### src/rtl/uart_csr_pkg.sv
package uart_csr_pkg;

  localparam int REG_W = 32;

  // Mode word
  localparam int ON_BIT      = 15;
  // Status word: software-owned enables
  localparam int RXEN_BIT    = 12;
  localparam int TXEN_BIT    = 10;
  // Status word: hardware-owned flags
  localparam int RXAVAIL_BIT = 0;
  localparam int PERR_BIT    = 1;
  localparam int FERR_BIT    = 2;
  localparam int RXIDLE_BIT  = 3;
  localparam int TXEMPTY_BIT = 4;
  localparam int TXFULL_BIT  = 9;

  localparam logic [REG_W-1:0] HW_MASK =
    (REG_W'(1) << RXAVAIL_BIT) | (REG_W'(1) << PERR_BIT) |
    (REG_W'(1) << FERR_BIT)    | (REG_W'(1) << RXIDLE_BIT) |
    (REG_W'(1) << TXEMPTY_BIT) | (REG_W'(1) << TXFULL_BIT);
  localparam logic [REG_W-1:0] SW_MASK = ~HW_MASK;

  typedef enum logic [1:0] {
    OP_WRITE = 2'd0,
    OP_CLR   = 2'd1,
    OP_SET   = 2'd2,
    OP_INV   = 2'd3
  } aliasOp_e;

  typedef enum logic [2:0] {
    RD_ZERO = 3'd0,
    RD_MODE = 3'd1,
    RD_STAT = 3'd2,
    RD_BAUD = 3'd3,
    RD_RX   = 3'd4
  } rdSel_e;

  typedef struct packed {
    logic     wrMode;
    logic     wrStat;
    logic     wrBaud;
    logic     wrTx;
    logic     rdRx;
    aliasOp_e op;
    rdSel_e   rdSel;
  } csrStrobe_t;

  function automatic logic [REG_W-1:0] applyAlias(aliasOp_e op,
                                                  logic [REG_W-1:0] oldVal,
                                                  logic [REG_W-1:0] data);
    logic [REG_W-1:0] res;
    case (op)
      OP_CLR:  res = oldVal & ~data;
      OP_SET:  res = oldVal | data;
      OP_INV:  res = oldVal ^ data;
      default: res = data;
    endcase
    return res;
  endfunction

endpackage

### src/rtl/uart_csr_decode.sv
module uart_csr_decode
  import uart_csr_pkg::*;
#(
  parameter int ADDR_W = 7
) (
  input  logic [ADDR_W-1:0] busAddr,
  input  logic              busWrEn,
  input  logic              busRdEn,
  output csrStrobe_t        strobe
);

  localparam int SLOT_W     = ADDR_W - 4;
  localparam int WINDOW     = 'h50;
  localparam int SLOT_MODE  = 0;
  localparam int SLOT_STAT  = 1;
  localparam int SLOT_TX    = 2;
  localparam int SLOT_RX    = 3;
  localparam int SLOT_BAUD  = 4;

  logic [SLOT_W-1:0] slot;
  aliasOp_e          op;
  logic              inWindow;
  logic              isPlain;

  assign slot     = busAddr[ADDR_W-1:4];
  assign op       = aliasOp_e'(busAddr[3:2]);
  assign inWindow = (int'(busAddr) < WINDOW);
  assign isPlain  = (op == OP_WRITE);

  always_comb begin
    strobe        = '0;
    strobe.op     = op;
    strobe.rdSel  = RD_ZERO;
    if (inWindow) begin
      case (int'(slot))
        SLOT_MODE: begin
          strobe.wrMode = busWrEn;
          strobe.rdSel  = isPlain ? RD_MODE : RD_ZERO;
        end
        SLOT_STAT: begin
          strobe.wrStat = busWrEn;
          strobe.rdSel  = isPlain ? RD_STAT : RD_ZERO;
        end
        SLOT_TX: begin
          strobe.wrTx   = busWrEn & isPlain;
        end
        SLOT_RX: begin
          strobe.rdRx   = busRdEn & isPlain;
          strobe.rdSel  = isPlain ? RD_RX : RD_ZERO;
        end
        SLOT_BAUD: begin
          strobe.wrBaud = busWrEn;
          strobe.rdSel  = isPlain ? RD_BAUD : RD_ZERO;
        end
        default: ;
      endcase
    end
  end

endmodule

### src/rtl/uart_csr_aliasreg.sv
module uart_csr_aliasreg
  import uart_csr_pkg::*;
#(
  parameter int           W    = 32,
  parameter logic [W-1:0] RST  = '0,
  parameter logic [W-1:0] MASK = '1
) (
  input  logic             clk,
  input  logic             rstN,
  input  logic             wrEn,
  input  aliasOp_e         op,
  input  logic [REG_W-1:0] wdata,
  input  logic [REG_W-1:0] oldView,
  output logic [W-1:0]     q,
  output logic [W-1:0]     nextQ
);

  logic [REG_W-1:0] merged;

  assign merged = applyAlias(op, oldView, wdata);

  always_comb begin
    nextQ = q;
    if (wrEn) nextQ = merged[W-1:0] & MASK;
  end

  always_ff @(posedge clk) begin
    if (!rstN) q <= RST;
    else       q <= nextQ;
  end

endmodule

### src/rtl/uart_csr_datapath.sv
module uart_csr_datapath
  import uart_csr_pkg::*;
#(
  parameter int CHAR_W = 8,
  parameter int BAUD_W = 16
) (
  input  logic              clk,
  input  logic              rstN,
  input  csrStrobe_t        strobe,
  input  logic [REG_W-1:0]  busWdata,
  output logic [REG_W-1:0]  busRdata,
  input  logic              rxValid,
  input  logic [CHAR_W-1:0] rxData,
  input  logic              rxFrameErr,
  input  logic              rxParityErr,
  output logic              rxReady,
  input  logic              rxLineIdle,
  output logic              txValid,
  output logic [CHAR_W-1:0] txData,
  input  logic              txReady,
  input  logic              txShiftIdle,
  output logic [REG_W-1:0]  modeQ,
  output logic [BAUD_W-1:0] baudQ,
  output logic [REG_W-1:0]  statusView,
  output logic              rxIrq,
  output logic              txIrq,
  output logic              errIrq
);

  logic [REG_W-1:0]  modeNext;
  logic [REG_W-1:0]  swStatQ, swStatNext;
  logic [BAUD_W-1:0] baudNext;

  logic [CHAR_W-1:0] rxBufQ, txBufQ;
  logic rxAvailQ, frameErrQ, parityErrQ, rxIdleQ;
  logic txEmptyQ, txFullQ, rxIrqQ, txIrqQ;

  logic onNow, rxEnNow, txEnNow;
  logic rxLive, txLive, onNext;
  logic rxPop, rxAccept, txLoad, txPop, txKick;

  // Configuration registers with alias operations
  uart_csr_aliasreg #(.W(REG_W), .RST('0), .MASK('1)) modeReg_i (
    .clk(clk), .rstN(rstN), .wrEn(strobe.wrMode), .op(strobe.op),
    .wdata(busWdata), .oldView(modeQ), .q(modeQ), .nextQ(modeNext)
  );

  uart_csr_aliasreg #(.W(REG_W), .RST('0), .MASK(SW_MASK)) statReg_i (
    .clk(clk), .rstN(rstN), .wrEn(strobe.wrStat), .op(strobe.op),
    .wdata(busWdata), .oldView(statusView), .q(swStatQ), .nextQ(swStatNext)
  );

  uart_csr_aliasreg #(.W(BAUD_W), .RST('0), .MASK('1)) baudReg_i (
    .clk(clk), .rstN(rstN), .wrEn(strobe.wrBaud), .op(strobe.op),
    .wdata(busWdata), .oldView(REG_W'(baudQ)), .q(baudQ), .nextQ(baudNext)
  );

  // Enables now and after this cycle's write
  assign onNow   = modeQ[ON_BIT];
  assign rxEnNow = swStatQ[RXEN_BIT];
  assign txEnNow = swStatQ[TXEN_BIT];
  assign onNext  = modeNext[ON_BIT];
  assign rxLive  = onNext & swStatNext[RXEN_BIT];
  assign txLive  = onNext & swStatNext[TXEN_BIT];

  // Handshakes
  assign rxPop    = strobe.rdRx & rxAvailQ;
  assign rxReady  = rxLive & (~rxAvailQ | rxPop);
  assign rxAccept = rxValid & rxReady;
  assign txKick   = strobe.wrTx & onNow & txEnNow;
  assign txLoad   = txKick & ~txFullQ;
  assign txPop    = txFullQ & txReady;

  // Receive side
  always_ff @(posedge clk) begin
    if (!rstN) begin
      rxBufQ     <= '0;
      rxAvailQ   <= 1'b0;
      rxIrqQ     <= 1'b0;
      frameErrQ  <= 1'b0;
      parityErrQ <= 1'b0;
      rxIdleQ    <= 1'b1;
    end else begin
      if (rxAccept) rxBufQ <= rxData;
      if (!rxLive) begin
        rxAvailQ   <= 1'b0;
        rxIrqQ     <= 1'b0;
        frameErrQ  <= 1'b0;
        parityErrQ <= 1'b0;
      end else if (rxAccept) begin
        rxAvailQ   <= 1'b1;
        rxIrqQ     <= 1'b1;
        frameErrQ  <= rxFrameErr;
        parityErrQ <= rxParityErr;
      end else if (rxPop) begin
        rxAvailQ   <= 1'b0;
        rxIrqQ     <= 1'b0;
      end
      rxIdleQ <= onNext ? rxLineIdle : 1'b1;
    end
  end

  // Transmit side
  always_ff @(posedge clk) begin
    if (!rstN) begin
      txBufQ   <= '0;
      txFullQ  <= 1'b0;
      txIrqQ   <= 1'b0;
      txEmptyQ <= 1'b1;
    end else begin
      if (txLoad) txBufQ <= busWdata[CHAR_W-1:0];
      if (!txLive) begin
        txFullQ  <= 1'b0;
        txIrqQ   <= 1'b0;
        txEmptyQ <= 1'b1;
      end else begin
        if (txLoad)      txFullQ <= 1'b1;
        else if (txPop)  txFullQ <= 1'b0;
        if (txKick)      txIrqQ  <= 1'b1;
        txEmptyQ <= txShiftIdle;
      end
    end
  end

  // Status view: software bits merged with hardware flags
  always_comb begin
    statusView              = swStatQ;
    statusView[RXAVAIL_BIT] = rxAvailQ;
    statusView[PERR_BIT]    = parityErrQ;
    statusView[FERR_BIT]    = frameErrQ;
    statusView[RXIDLE_BIT]  = rxIdleQ;
    statusView[TXEMPTY_BIT] = txEmptyQ;
    statusView[TXFULL_BIT]  = txFullQ;
  end

  always_comb begin
    case (strobe.rdSel)
      RD_MODE: busRdata = modeQ;
      RD_STAT: busRdata = statusView;
      RD_BAUD: busRdata = REG_W'(baudQ);
      RD_RX:   busRdata = REG_W'(rxBufQ);
      default: busRdata = '0;
    endcase
  end

  assign txValid = txFullQ;
  assign txData  = txBufQ;
  assign rxIrq   = rxIrqQ;
  assign txIrq   = txIrqQ;
  assign errIrq  = frameErrQ | parityErrQ;

endmodule

### src/rtl/uart_csr_top.sv
module uart_csr_top
  import uart_csr_pkg::*;
#(
  parameter int ADDR_W = 7,
  parameter int CHAR_W = 8,
  parameter int BAUD_W = 16
) (
  input  logic              clk,
  input  logic              rstN,
  input  logic [ADDR_W-1:0] busAddr,
  input  logic              busWrEn,
  input  logic              busRdEn,
  input  logic [31:0]       busWdata,
  output logic [31:0]       busRdata,
  input  logic              rxValid,
  input  logic [CHAR_W-1:0] rxData,
  input  logic              rxFrameErr,
  input  logic              rxParityErr,
  output logic              rxReady,
  input  logic              rxLineIdle,
  output logic              txValid,
  output logic [CHAR_W-1:0] txData,
  input  logic              txReady,
  input  logic              txShiftIdle,
  output logic [31:0]       modeOut,
  output logic [BAUD_W-1:0] baudOut,
  output logic              rxIrq,
  output logic              txIrq,
  output logic              errIrq
);

  csrStrobe_t       strobe;
  logic [REG_W-1:0] statusView;

  uart_csr_decode #(.ADDR_W(ADDR_W)) decode_i (
    .busAddr(busAddr), .busWrEn(busWrEn), .busRdEn(busRdEn), .strobe(strobe)
  );

  uart_csr_datapath #(.CHAR_W(CHAR_W), .BAUD_W(BAUD_W)) datapath_i (
    .clk(clk), .rstN(rstN), .strobe(strobe), .busWdata(busWdata),
    .busRdata(busRdata), .rxValid(rxValid), .rxData(rxData),
    .rxFrameErr(rxFrameErr), .rxParityErr(rxParityErr), .rxReady(rxReady),
    .rxLineIdle(rxLineIdle), .txValid(txValid), .txData(txData),
    .txReady(txReady), .txShiftIdle(txShiftIdle), .modeQ(modeOut),
    .baudQ(baudOut), .statusView(statusView), .rxIrq(rxIrq),
    .txIrq(txIrq), .errIrq(errIrq)
  );

endmodule

### config.mk
export PLATFORM = sky130hd
export DESIGN_NAME = uart_csr_top
export DESIGN_NICKNAME = d
export VERILOG_FILES = /design/src/rtl/uart_csr_pkg.sv /design/src/rtl/uart_csr_decode.sv /design/src/rtl/uart_csr_aliasreg.sv /design/src/rtl/uart_csr_datapath.sv /design/src/rtl/uart_csr_top.sv
export SDC_FILE = /design/constraint.sdc
export NUM_CORES = 1
export LEC_CHECK = 0
export BUFFER_PORTS_ARGS = -buffer_cell sky130_fd_sc_hd__buf_2
export CAP_MARGIN = 20
export CORE_MARGIN = 2
export CORE_UTILIZATION = 40
export DETAILED_ROUTE_END_ITERATION = 8
export SLEW_MARGIN = 20
export SYNTH_ARGS = -nofsm -noshare
export SYNTH_HDL_FRONTEND = slang
export SYNTH_SLANG_ARGS = --single-unit
export TNS_END_PERCENT = 100
### constraint.sdc
create_clock -name clk -period 2.83 [get_ports clk]
set_input_delay 0.283 -clock clk [delete_from_list [all_inputs] [get_ports clk]]
set_output_delay 0.283 -clock clk [all_outputs]
set_load 0.005 [all_outputs]
# --- Word-level counts from Yosys, hierarchy flattened ---
# Index checks and enable logic that the tools add are counted.
totals:
  rom_bits: 0
  latch_bits: 0
  register_bits: 97
  elab_cells: 80
  ram_bits: 0
  mem_count: 0
  inputBits: 57
  output_inout_bits: 93
op_classes:
  n_reduce_logical: 7
  magnitude_cmp: 1
  n_shift: 0
  n_mul: 0
  n_addsub: 0
  n_eq_ne: 11
  n_mux: 22
  n_bitwise: 25
  div: 0
ops:
  columns: ["op", "count"]
  rows:
  - ["32-bit one-hot mux with 3 select lines", 2]
  - ["32-bit one-hot mux with 4 select lines", 1]
  - ["32-bit AND", 2]
  - ["32-bit OR", 2]
  - ["32-bit bitwise XOR", 2]
  - ["16-bit one-hot mux with 3 select lines", 1]
  - ["32-bit NOT", 1]
  - ["16-bit AND", 1]
  - ["16-bit 2-to-1 mux", 1]
  - ["16-bit OR", 1]
  - ["16-bit bitwise XOR", 1]
  - ["13-bit 2-to-1 mux", 1]
  - ["3-bit by 2-bit equality test with 1-bit output (second input constant)", 4]
  - ["3-bit one-hot mux with 4 select lines", 1]
  - ["1-bit AND", 11]
  - ["1-bit 2-to-1 mux", 10]
  - ["7-bit less-than comparator (second input constant)", 1]
  - ["3-bit by 1-bit equality test with 1-bit output (second input constant)", 2]
  - ["3-bit equality test (second input constant)", 2]
  - ["3-bit 2-to-1 mux", 2]
  - ["2-bit AND reduction", 3]
  - ["5-bit 2-to-1 mux", 1]
  - ["2-bit equality test (second input constant)", 2]
  - ["2-bit 2-to-1 mux", 2]
  - ["6 further kinds", 9]

# --- Logic depth before layout (Yosys ltp) ---
depth:
  ltp_word: 9
  ltp_mapped: 9
  mapped_depth_nobuf: 7

# --- Cells and area by module ---
# Synthesis repeated with hierarchy kept, for this count alone.
hier_totals:
  cells_unflattened: 1164
  hier_area_um2: 9719.3
by_module_without_submodules:
  columns: ["module", "area_each_um2", "n_inst", "cells_per_inst"]
  rows:
  - ["uart_csr_aliasreg (datapath_i.modeReg_i)", 3403.3, 1, 411]
  - ["uart_csr_aliasreg (datapath_i.statReg_i)", 2922.8, 1, 353]
  - ["uart_csr_aliasreg (datapath_i.baudReg_i)", 1761.7, 1, 208]
  - ["uart_csr_datapath", 1534.0, 1, 178]
  - ["uart_csr_decode", 97.6, 1, 14]

# --- Least setup slack after synthesis ---
# OpenSTA, ideal clock, no wires.
synth_path:
  kind: "reg2reg"
  from: "register datapath_i.modeReg_i.q[15]"
  to: "register datapath_i.rxBufQ[0]"
  path_stages_with_launch: 9
  t_required_ns: 2.758
  path_buffers: 1
  setup_slack_ns: 0.735
  arrival_time_ns: 2.024
  setup_time_ns: 0.072
  cell_sequence: "dfxtp_1 -> inv_1 -> ha_1 -> inv_2 -> mux4_2 -> a211oi_2 -> and2b_1 -> buf_6 -> mux2i_1"
synth_between:
  elab_chain_len: 6
  elab_cells_between_ends: 8
  classes_between: "2 x mux; 6 x bitwise"
synth_lines:
  columns: ["element", "line", "text"]
  rows:
  - ["from (decl)", "uart_csr_aliasreg.sv:14", "output logic [W-1:0] q,"]
  - ["from (signal assigned)", "uart_csr_aliasreg.sv:29", "else q <= nextQ;"]
  - ["32-bit bitwise XOR (tied with other cells)", "uart_csr_pkg.sv:56", "OP_INV: res = oldVal ^ data;"]
  - ["32-bit one-hot mux with 3 select lines", "uart_csr_pkg.sv:53", "case (op)"]
  - ["16-bit 2-to-1 mux *", "uart_csr_aliasreg.sv:24", "if (wrEn) nextQ = merged[W-1:0] & MASK;"]
  - ["1-bit AND *", "uart_csr_datapath.sv:63", "assign rxLive = onNext & swStatNext[RXEN_BIT];"]
  - ["1-bit AND *", "uart_csr_datapath.sv:68", "assign rxReady = rxLive & (~rxAvailQ | rxPop);"]
  - ["1-bit AND *", "uart_csr_datapath.sv:69", "assign rxAccept = rxValid & rxReady;"]
  - ["to (signal assigned)", "uart_csr_datapath.sv:84", "if (rxAccept) rxBufQ <= rxData;"]
  - ["to (decl)", "uart_csr_datapath.sv:34", "logic [CHAR_W-1:0] rxBufQ, txBufQ;"]
# Every way passes the cells marked *; elsewhere a longest branch is shown, timed or not.
# A chain may end at the register's enable or synchronous reset.

# --- Worst setup path in the final report ---
layout_path:
  from: "register datapath_i.modeReg_i.q[15]"
  to: "output rxReady"
layout_between:
  elab_chain_len: 5
  elab_cells_between_ends: 7
  classes_between: "2 x mux; 5 x bitwise"
layout_lines:
  columns: ["element", "line", "text"]
  rows:
  - ["32-bit bitwise XOR (tied with other cells)", "uart_csr_pkg.sv:56", null]
  - ["32-bit one-hot mux with 3 select lines", "uart_csr_pkg.sv:53", null]
  - ["16-bit 2-to-1 mux *", "uart_csr_aliasreg.sv:24", null]
  - ["1-bit AND *", "uart_csr_datapath.sv:63", null]
  - ["1-bit AND *", "uart_csr_datapath.sv:68", null]
  - ["to (decl)", "uart_csr_top.sv:19", "output logic rxReady,"]
# Marks and branches as above.

==> flow_summary.ini <==
[floorplanning]
ioPinCount = 150
die-width_microns = 147
fp.coreArea_sq_mm = 0.0202
num_rows = 52
fp.dieH_microns = 147
dieArea_sq_mm = 0.0217
starting_density_pct = 40.7

[route]
drc = 0
drt_iter0_markers = 349
route.vias.total = 6905
number_of_antenna_violating_nets_in_the_routed_design = 0
wl_microns = 20700
route.detailed.wl_per_inst_microns = 15.5
via_per_inst = 5.15
dr.pass1.iters = 5

[power]
p_leak_uw = 0.00458
ir_worst_vdd_v = 0.000270
powerDensity_mw_per_mm2 = 357

[timing]
fin_crit_sh_pct = 91.3
slew-limit-headroom_pct = 58.8
final_period_minus_worst_setup_slack_ns = 2.58
layout_setup_ws_ns = 0.246
max_slew.worst_pin.slew_ns = 0.618
rsz0062_at_grt = no
timing_hold_violations_final = 0
drv_slew = 0
timing.fmax_mhz = 387
setup_total_negative_slack_ns = 0
worst_clock_skew_ns = 0.00876
setup_violations = 0

[setup_path]
cp.buffers_inverters = 3
regToRegSetupSlack_ns = 0.31
slowest_stage = sky130_fd_sc_hd__mux4_2
worstPathArrival_ns = 2.30
worstReg2RegEnd = datapath_i.rxBufQ[5]$_SDFFE_PN0P_
critical-path-top-delay-family = multiplexers
worst-path-max-fanout = 7
r2r_cells = 7
required_ns = 2.55
max_stage_delay_ns = 0.48
worst_setup_path_start_kind = flop
crit_chain = inv_1, ha_1, inv_2, mux4_2, mux2_4, nor3_1, buf_2
crit-reg2reg-launch = datapath_i.modeReg_i.q[15]$_SDFF_PN0_
path_depth = 7
setup.worst_path.class = reg2out
timing.critical_path.to_type = output port

[clock_tree]
cts.path.max_buffers = 2
postCtsResizedCells = 0
postCtsSetupBuffers = 0
ctsHtreeMaxLevel = 3
cts_tree = built
numCtsBuffers = 9
cts.reportedPaths.clkPinSlew_ns = 0.07
worst_skew_pair.late_latency_ns = 0.36
clock-sinks = 97
postCtsHoldBufs = 0
clock_tree.root_cell = sky130_fd_sc_hd__clkbuf_16

[final_layout]
final.fill_count = 2006
final_nets = 1270
finalNonFillerCells = 1340
syn_to_final_growth_pct = 15.9
final_cell_area_sq_mm = 0.00953
layout-drive-gt1-share_pct = 22.3
num_antenna_cells = 0

[synthesis]
ys_warn_count = 0
syn-instance-count = 952
synth_top_cell_by_area = sky130_fd_sc_hd__dfxtp_1
ys_dominant_reg_cell = sky130_fd_sc_hd__dfxtp_1
yosys-top-cells-area = sky130_fd_sc_hd__dfxtp_1 24%, sky130_fd_sc_hd__ha_1 23%, sky130_fd_sc_hd__mux4_2 12%
synth_seq_area_share_pct = 23.6
synth_common_cells = 160 x sky130_fd_sc_hd__inv_1, 148 x sky130_fd_sc_hd__ha_1, 121 x sky130_fd_sc_hd__nor2_1, 97 x sky130_fd_sc_hd__dfxtp_1, 67 x sky130_fd_sc_hd__nand2_1
synth-edff-count = 0
synthesis.area_sq_mm = 0.00823
post_synth_num_cell_types = 38
ys_seq_elements = 97
post-synth-top-area-fraction_pct = 23.6
synthMostInstantiatedCell = sky130_fd_sc_hd__inv_1
async_reset_ff_share_pct = 0
synth_nets = 1157
average_size_of_a_mapped_cell_sq_um = 8.64

[place]
detailedPlace.worstSlack_ns = 0.267
finalWeightedCongestion = 0.773
hpwl_microns = 14500
port_buffers = 147
place_inst = 1324
dpl_cell_area_sq_mm = 0.00922

[min_path]
hold_start = txShiftIdle
hold_path_class = in2reg
timing.hold.worst_path_depth = 2
whs_endpoint = datapath_i.txEmptyQ$_SDFF_PN1_

[global_route]
grt_start_max_net_pins = 109
via_count_of_the_first_global_routing_pass = 6724
grt_overflow_total = 0
grt_pass1_wl_microns = 34800
track_usage_pct = 19.7
grt_antenna_before_repair = 1

[run_status]
run_status = finished, final reports clean

[run]
max_cap_viol_count = 0
==> flip-flops by register name, summed over array words and instances (netlist names) <==
register / flops
datapath_i.parityErrQ: 1
datapath_i.rxIdleQ: 1
datapath_i.frameErrQ: 1
datapath_i.modeReg_i.q: 32
datapath_i.txEmptyQ: 1
datapath_i.statReg_i.q: 26
datapath_i.txData: 8
datapath_i.baudReg_i.q: 16
datapath_i.rxBufQ: 8
datapath_i.rxIrq: 1
datapath_i.txIrq: 1
datapath_i.txValid: 1
==> how the worst max path moves through the flow <==
stage / slack [ns] / startpoint / end
2_1_floorplan: 0.73 / datapath_i.modeReg_i.q[15]$_SDFF_PN0_ / datapath_i.rxBufQ[0]$_SDFFE_PN0P_
3_3_place_gp: 0.31 / busWdata[15] / datapath_i.rxBufQ[4]$_SDFFE_PN0P_
3_5_place_dp: 0.27 / busWdata[15] / datapath_i.rxBufQ[5]$_SDFFE_PN0P_
4_1_cts: 0.24 / datapath_i.modeReg_i.q[15]$_SDFF_PN0_ / rxReady
5_1_grt: 0.13 / datapath_i.modeReg_i.q[15]$_SDFF_PN0_ / rxReady
6_report: 0.25 / datapath_i.modeReg_i.q[15]$_SDFF_PN0_ / rxReady
==> layer usage <==
metal	global-route usage, %	up-vias	share of wire [%]
li1	-	3456	-
met1	27.6	3284	48
met2	31.6	143	46
met3	2.99	20	4.7
met4	5.77	2	1.5
met5	0	-	0.063
==> power breakdown <==
part | switching, uW | leakage (uW) | internal (uW)
registers | 38.1 | 0.000786 | 1400
logic | 345 | 0.00365 | 290
clock network | 632 | 0.000148 | 704
total | 1010 | 0.00458 | 2390
==> cells by family after synthesis <==
family | Yosys count | share of synthesized area (%)
AOI/OAI and AO/OA | 164 | 13.6
adders and majority gates | 148 | 22.5
buffers and inverters | 227 | 11.0
DFF | 97 | 23.6
muxes | 92 | 17.8
and+or+nand+nor | 224 | 11.6
==> cell usage in the layout (no fill, tap or decap), drive strengths merged, types with 2 or more instances in the layout <==
| master | n |
|---|---|
| o21ai | 31 |
| or3 | 3 |
| nor2b | 9 |
| and3 | 2 |
| a21oi | 43 |
| clkbuf | 9 |
| nor3 | 13 |
| and2b | 2 |
| o211ai | 3 |
| nor2 | 121 |
| a211oi | 51 |
| inv | 168 |
| mux2i | 48 |
| ha | 148 |
| nand2 | 67 |
| buf | 166 |
| or2 | 2 |
| mux4 | 43 |
| a22o | 16 |
| dfxtp | 97 |
| a222oi | 16 |
==> final cells by class <==
cell class              instances  area [sq um]  area share, %
multi-input cells             628          5410           56.7
well taps                     270           338           3.54
inverters                     163           612           6.42
repair buffers                166           925           9.70
clock inverters                 7          81.3          0.853
clock buffers                   9           225           2.36
flip-flops and latches         97          1940           20.4
==> worst reg2reg max path: stages (launching register included) <==
cell and delay, ns:
sky130_fd_sc_hd__dfxtp_1 0.44, sky130_fd_sc_hd__inv_1 0.09, sky130_fd_sc_hd__ha_1 0.29, sky130_fd_sc_hd__inv_2 0.03
sky130_fd_sc_hd__mux4_2 0.48, sky130_fd_sc_hd__a211oi_2 0.38, sky130_fd_sc_hd__and2b_1 0.51, sky130_fd_sc_hd__mux2i_1 0.25
==> through the flow <==
stage	hold WS, ns	utilization (%)	total power (uW)
after floorplan	0.385	-	1910
after CTS	0.0956	47.1	3460
after global placement	0.443	45.6	2090
after global routing	0.113	47.1	3590
final	0.110	47.1	3410
after detailed placement	0.450	45.6	2100
Note: power is estimated with default switching activity, not from simulation.
